File: config.mk
export PLATFORM = sky130hd
export DESIGN_NAME = muldiv_unit
export DESIGN_NICKNAME = d
export VERILOG_FILES = /design/src/rtl/muldiv_pkg.sv /design/src/rtl/muldiv_prep.sv /design/src/rtl/muldiv_step.sv /design/src/rtl/muldiv_fix.sv /design/src/rtl/muldiv_unit.sv
export SDC_FILE = /design/constraint.sdc
export NUM_CORES = 1
export LEC_CHECK = 0
export ABC_AREA = 1
export ABC_CLOCK_PERIOD_IN_PS = 8400
export BUFFER_PORTS_ARGS = -buffer_cell sky130_fd_sc_hd__buf_2
export CAP_MARGIN = 20
export CORE_MARGIN = 2
export CORE_UTILIZATION = 29
export DETAILED_ROUTE_END_ITERATION = 10
export PLACE_DENSITY = 0.47
export SLEW_MARGIN = 0
export SYNTH_ARGS = -nofsm -noshare
export SYNTH_HDL_FRONTEND = slang
export SYNTH_SLANG_ARGS = --single-unit
File: constraint.sdc
create_clock -name clk -period 8.4 [get_ports clk]
set_clock_uncertainty 0.1 [all_clocks]
set_input_delay 0.84 -clock clk [delete_from_list [all_inputs] [get_ports clk]]
set_output_delay 0.84 -clock clk [all_outputs]
set_load 0.1 [all_outputs]
File: src/rtl/muldiv_pkg.sv
package muldiv_pkg;
    typedef enum logic [1:0] {
        OP_MUL_S = 2'b00,
        OP_MUL_U = 2'b01,
        OP_DIV_S = 2'b10,
        OP_DIV_U = 2'b11
    } md_op_e;
endpackage

File: src/rtl/muldiv_prep.sv
// Operand conditioning: magnitudes and result sign decisions.
module muldiv_prep #(
    parameter int W = 32
) (
    input  muldiv_pkg::md_op_e op,
    input  logic [W-1:0]       a,
    input  logic [W-1:0]       b,
    output logic [W-1:0]       a_mag,
    output logic [W-1:0]       b_mag,
    output logic               is_div,
    output logic               neg_hi,
    output logic               neg_lo
);
    logic signed_op;
    logic a_neg;
    logic b_neg;
    logic b_zero;

    always_comb begin
        signed_op = ~op[0];
        is_div    = op[1];
        a_neg     = signed_op & a[W-1];
        b_neg     = signed_op & b[W-1];
        b_zero    = (b == '0);
        a_mag     = a_neg ? (~a + 1'b1) : a;
        b_mag     = b_neg ? (~b + 1'b1) : b;
        if (is_div) begin
            // quotient keeps all ones on zero divisor; remainder follows dividend
            neg_lo = (a_neg ^ b_neg) & ~b_zero;
            neg_hi = a_neg;
        end else begin
            neg_lo = a_neg ^ b_neg;
            neg_hi = a_neg ^ b_neg;
        end
    end
endmodule

File: src/rtl/muldiv_step.sv
// One iteration: shift-add multiply or restoring divide.
module muldiv_step #(
    parameter int W = 32
) (
    input  logic         is_div,
    input  logic [W-1:0] acc_hi,
    input  logic [W-1:0] acc_lo,
    input  logic [W-1:0] opnd,
    output logic [W-1:0] nxt_hi,
    output logic [W-1:0] nxt_lo
);
    logic [W:0] sum;
    logic [W:0] shifted;
    logic [W:0] trial;
    logic       fits;

    always_comb begin
        sum     = {1'b0, acc_hi} + (acc_lo[0] ? {1'b0, opnd} : '0);
        shifted = {acc_hi, acc_lo[W-1]};
        fits    = (shifted >= {1'b0, opnd});
        trial   = shifted - {1'b0, opnd};
        if (is_div) begin
            nxt_hi = fits ? trial[W-1:0] : shifted[W-1:0];
            nxt_lo = {acc_lo[W-2:0], fits};
        end else begin
            nxt_hi = sum[W:1];
            nxt_lo = {sum[0], acc_lo[W-1:1]};
        end
    end
endmodule

File: src/rtl/muldiv_fix.sv
// Final sign correction applied to the raw magnitude result.
module muldiv_fix #(
    parameter int W = 32
) (
    input  logic         is_div,
    input  logic         neg_hi,
    input  logic         neg_lo,
    input  logic [W-1:0] raw_hi,
    input  logic [W-1:0] raw_lo,
    output logic [W-1:0] res_hi,
    output logic [W-1:0] res_lo
);
    localparam int DW = 2 * W;
    logic [DW-1:0] prod;

    always_comb begin
        prod = {raw_hi, raw_lo};
        if (neg_lo) prod = ~prod + 1'b1;
        if (is_div) begin
            res_hi = neg_hi ? (~raw_hi + 1'b1) : raw_hi;
            res_lo = neg_lo ? (~raw_lo + 1'b1) : raw_lo;
        end else begin
            res_hi = prod[DW-1:W];
            res_lo = prod[W-1:0];
        end
    end
endmodule

File: src/rtl/muldiv_unit.sv
module muldiv_unit #(
    parameter int W = 32
) (
    input  logic         clk,
    input  logic         rst_n,
    input  logic         start,
    input  logic [1:0]   op,
    input  logic [W-1:0] opa,
    input  logic [W-1:0] opb,
    output logic         busy,
    output logic [W-1:0] hi_out,
    output logic [W-1:0] lo_out
);
    localparam int CW = $clog2(W);
    localparam logic [CW-1:0] LAST = CW'(W - 1);

    typedef struct packed {
        logic          busy;
        logic [CW-1:0] cnt;
        logic          is_div;
        logic          neg_hi;
        logic          neg_lo;
        logic [W-1:0]  acc_hi;
        logic [W-1:0]  acc_lo;
        logic [W-1:0]  opnd;
        logic [W-1:0]  hi;
        logic [W-1:0]  lo;
    } md_state_t;

    md_state_t st_q, st_d;

    logic [W-1:0] a_mag, b_mag;
    logic         p_is_div, p_neg_hi, p_neg_lo;
    logic [W-1:0] step_hi, step_lo;
    logic [W-1:0] fix_hi, fix_lo;

    muldiv_prep #(.W(W)) u_prep (
        .op     (muldiv_pkg::md_op_e'(op)),
        .a      (opa),
        .b      (opb),
        .a_mag  (a_mag),
        .b_mag  (b_mag),
        .is_div (p_is_div),
        .neg_hi (p_neg_hi),
        .neg_lo (p_neg_lo)
    );

    muldiv_step #(.W(W)) u_step (
        .is_div (st_q.is_div),
        .acc_hi (st_q.acc_hi),
        .acc_lo (st_q.acc_lo),
        .opnd   (st_q.opnd),
        .nxt_hi (step_hi),
        .nxt_lo (step_lo)
    );

    muldiv_fix #(.W(W)) u_fix (
        .is_div (st_q.is_div),
        .neg_hi (st_q.neg_hi),
        .neg_lo (st_q.neg_lo),
        .raw_hi (step_hi),
        .raw_lo (step_lo),
        .res_hi (fix_hi),
        .res_lo (fix_lo)
    );

    always_comb begin
        st_d = st_q;
        if (!st_q.busy) begin
            if (start) begin
                st_d.busy   = 1'b1;
                st_d.cnt    = '0;
                st_d.is_div = p_is_div;
                st_d.neg_hi = p_neg_hi;
                st_d.neg_lo = p_neg_lo;
                st_d.acc_hi = '0;
                st_d.acc_lo = a_mag;
                st_d.opnd   = b_mag;
            end
        end else begin
            st_d.acc_hi = step_hi;
            st_d.acc_lo = step_lo;
            st_d.cnt    = st_q.cnt + 1'b1;
            if (st_q.cnt == LAST) begin
                st_d.busy = 1'b0;
                st_d.hi   = fix_hi;
                st_d.lo   = fix_lo;
            end
        end
    end

    always_ff @(posedge clk or negedge rst_n) begin
        if (!rst_n) st_q <= '0;
        else        st_q <= st_d;
    end

    assign busy   = st_q.busy;
    assign hi_out = st_q.hi;
    assign lo_out = st_q.lo;
endmodule

==> results.cfg <==
[cts]
cts_tree = yes
clk_latency_ns = 0.50
hold_buffers = 0
cts.root.buffer_cell = clkbuf_16
clk_pin_slew_ns = 0.08
cts_setup_buffers = 0
cts_resized = 0
cts_max_path_buffers = 2
cts_buffers = 17
htree_levels = 4
cts_sinks = 169

[drt]
wl_mm = 65.73
post-route-drc-count = 0
routed_via_density = 4.965
drt_iter0_markers = 1265
drtAntennaViolNets = 0
num_vias = 17000
wire_per_inst_um = 19.20
dr.pass1.iters = 7

[cells_and_area]
layout-drive-gt1-share_pct = 9.674
final_core_util_pct = 31.94
fin_cells = 3424
nets = 2795
area_growth_pct = 9.421

[outcome]
outcome = completed

[worst_hold_path]
worstHoldPathType = input pin to asynchronous set/reset pin

[critical_path]
worstPathMaxFanout = 13
crit_type = flip-flop to flip-flop
cp-start-kind = flip-flop
end_kind = flip-flop
worst_ep_required_time_ns = 8.69
worstPathArrival_ns = 5.30

[global_route]
overflow = 0
antenna_found_initial = 1
grt_start_max_net_pins = 95
grtUsageTotal_pct = 22.78
grt_pass1_vias = 16800
grt_pass1_wl_mm = 101.8

[floorplanning]
ios = 134
dieArea_mm2 = 0.05834
die_h_um = 241.5
num_rows = 87
die_x_um = 241.5
start_util_pct = 29.19
core_area_mm2 = 0.05606

[logic_synthesis]
ys_top_cells_by_area = dfrtp_1 (26%), nand2_1 (18%), inv_1 (7.7%)
ys.flop_type = dfrtp_1
synth_simple_gate_area_share_pct = 35.52
synth_edf_count = 0
synthDominantCellAreaShare_pct = 25.84
syn_avg_cell_area_um2 = 6.226
synthXorXnorAreaFrac_pct = 5.353
ys_ff_latch = 169
synthDistinctLibCells = 52
async_flop_share_pct = 100.0
synth_compound_area_share_pct = 14.51
yosys_warnings = 0
syn_inst = 2628
post-synth-top-area-cell = dfrtp_1
synth_nets = 2769
ys_seq_area_share_pct = 25.84
synth_fa_ha_area_share_pct = 5.597
synth_top_family_by_area = simple AND/OR/NAND/NOR gates
syn-cell-area_mm2 = 0.01636
muxShareOfSynthArea_pct = 0

[placed_design]
port_buffers = 133
dp_hpwl_mm = 53.51
place_inst = 3391
place_congestion = 0.9356

[timing]
post-route-min-period_ns = 5.013
tightest_slew_ns = 1.004
rsz0062_at_grt = no
min_period_over_period_pct = 59.68
fmax_mhz = 199.5
finalHoldViolations = 0
slew_violations = 0
slew_headroom_pct = 32.36
setup_tns_ns = 0
setup_viol = 0

[job]
cap_violations = 0
-- placed cells by master, fill, tap and decap left out, types with 7 or more instances in the layout --
cell,count
xnor2_1,39
inv_1,336
clkbuf_16,17
nor3_1,41
or2_2,7
nand4_1,23
nor2_1,255
nand3_1,182
nor4_1,9
nor2_2,20
o22ai_1,27
inv_2,9
a21oi_1,101
o21ai_0,199
nand3_2,11
buf_2,132
dfrtp_1,168
nand2_2,12
xor2_1,61
o21bai_1,10
ha_1,70
o21ai_1,17
nand3b_1,18
a22oi_1,28
nand2_1,781
buf_4,17
-- critical path, cell delays in order, from the launching register on --
cell and delay, ns:
dfrtp_1 0.46, ha_1 0.36, nand2_1 0.20, nor2_1 0.14
nand2_1 0.16, nor2_2 0.06, nand3_1 0.09, nand3_2 0.10
nor2_4 0.33, nand3_2 0.28, o21ai_2 0.28, ha_1 0.28
nand4_1 0.14, nor2_2 0.15, nand2_1 0.10, nor2_2 0.14
nand4_1 0.14, o21ai_2 0.25, nand3_2 0.15, nor2_1 0.30
o21ai_1 0.17, o21bai_1 0.24, nand2_1 0.11, nand2_1 0.05
nand3_1 0.08, nand2_1 0.05
-- through the flow --
step / hold WS (ns) / setup slack [ns] / cell area [µm²]
6_report: 0.2607 / 3.387 / 17900
3_5_place_dp: 0.3661 / 3.521 / 17280
4_1_cts: 0.2741 / 3.497 / 17900
2_1_floorplan: 0.3479 / 4.857 / 16360
5_1_grt: 0.2995 / 2.912 / 17900
3_3_place_gp: 0.3646 / 3.537 / 17270
-- final timing paths --
check	slack, ns	end	depth (start not counted)	startpoint
worst min-delay path	0.26	lo_out[5]	1	rst_n
worst max-delay path	3.39	hi_out[20]	25	st_q[141]
max in group asynchronous	6.58	st_q[162]	2	rst_n
worst max register to register	3.39	hi_out[20]	25	st_q[141]
min in group clk	0.38	hi_out[25]	2	hi_out[25]
worst min register to register	0.38	hi_out[25]	2	hi_out[25]
-- kinds of logic after synthesis --
group,after synthesis
xor gates and xnor gates,100
DFF,169
AOI/OAI and AO/OA,422
adders and majority gates,72
buffers and inverters,492
and+or+nand+nor,1373
-- Yosys cell counts, types with 10 or more instances --
cell and count:
a21oi_1 101, nor3_1 41, xnor2_1 39, o21ai_0 199, nand4_1 23, nand2_2 10
o21ai_1 17, buf_4 68, o21bai_1 10, a22oi_1 28, nand3_1 182, nor2_2 19
inv_1 337, nand3b_1 18, xor2_1 61, nand2_1 783, clkbuf_1 56, dfrtp_1 169
ha_1 70, nand3_2 11, nor2_1 256, o22ai_1 27
-- cell type report --
type | count | area [µm²]
timing repair buffer | 151 | 814.5
clock buffer | 18 | 439.2
clock inverter | 14 | 181.4
multi-input combinational | 1967 | 9985
inverter | 348 | 1306
antenna | 1 | 2.502
sequential | 169 | 4230
fill | 6371 | 38160
tap | 756 | 945.9
-- sequential cells by signal, indices dropped and copies added, names as in the netlist --
name / count
hi_out: 32
lo_out: 32
st_q: 104
busy: 1
-- per-layer routing --
layer  track usage (%)  wire length [µm]  vias to the layer above
met4             6.814              1775                        0
met1             29.30             29580                     7993
met2             39.24             31510                      467
li1                  -                 -                     8466
met5                 0                 0                        -
met3             3.441              2872                       73
Power is left out: the tool's default activity adds up to more than one toggle a clock period on the data nets, which glitch-free logic cannot reach.
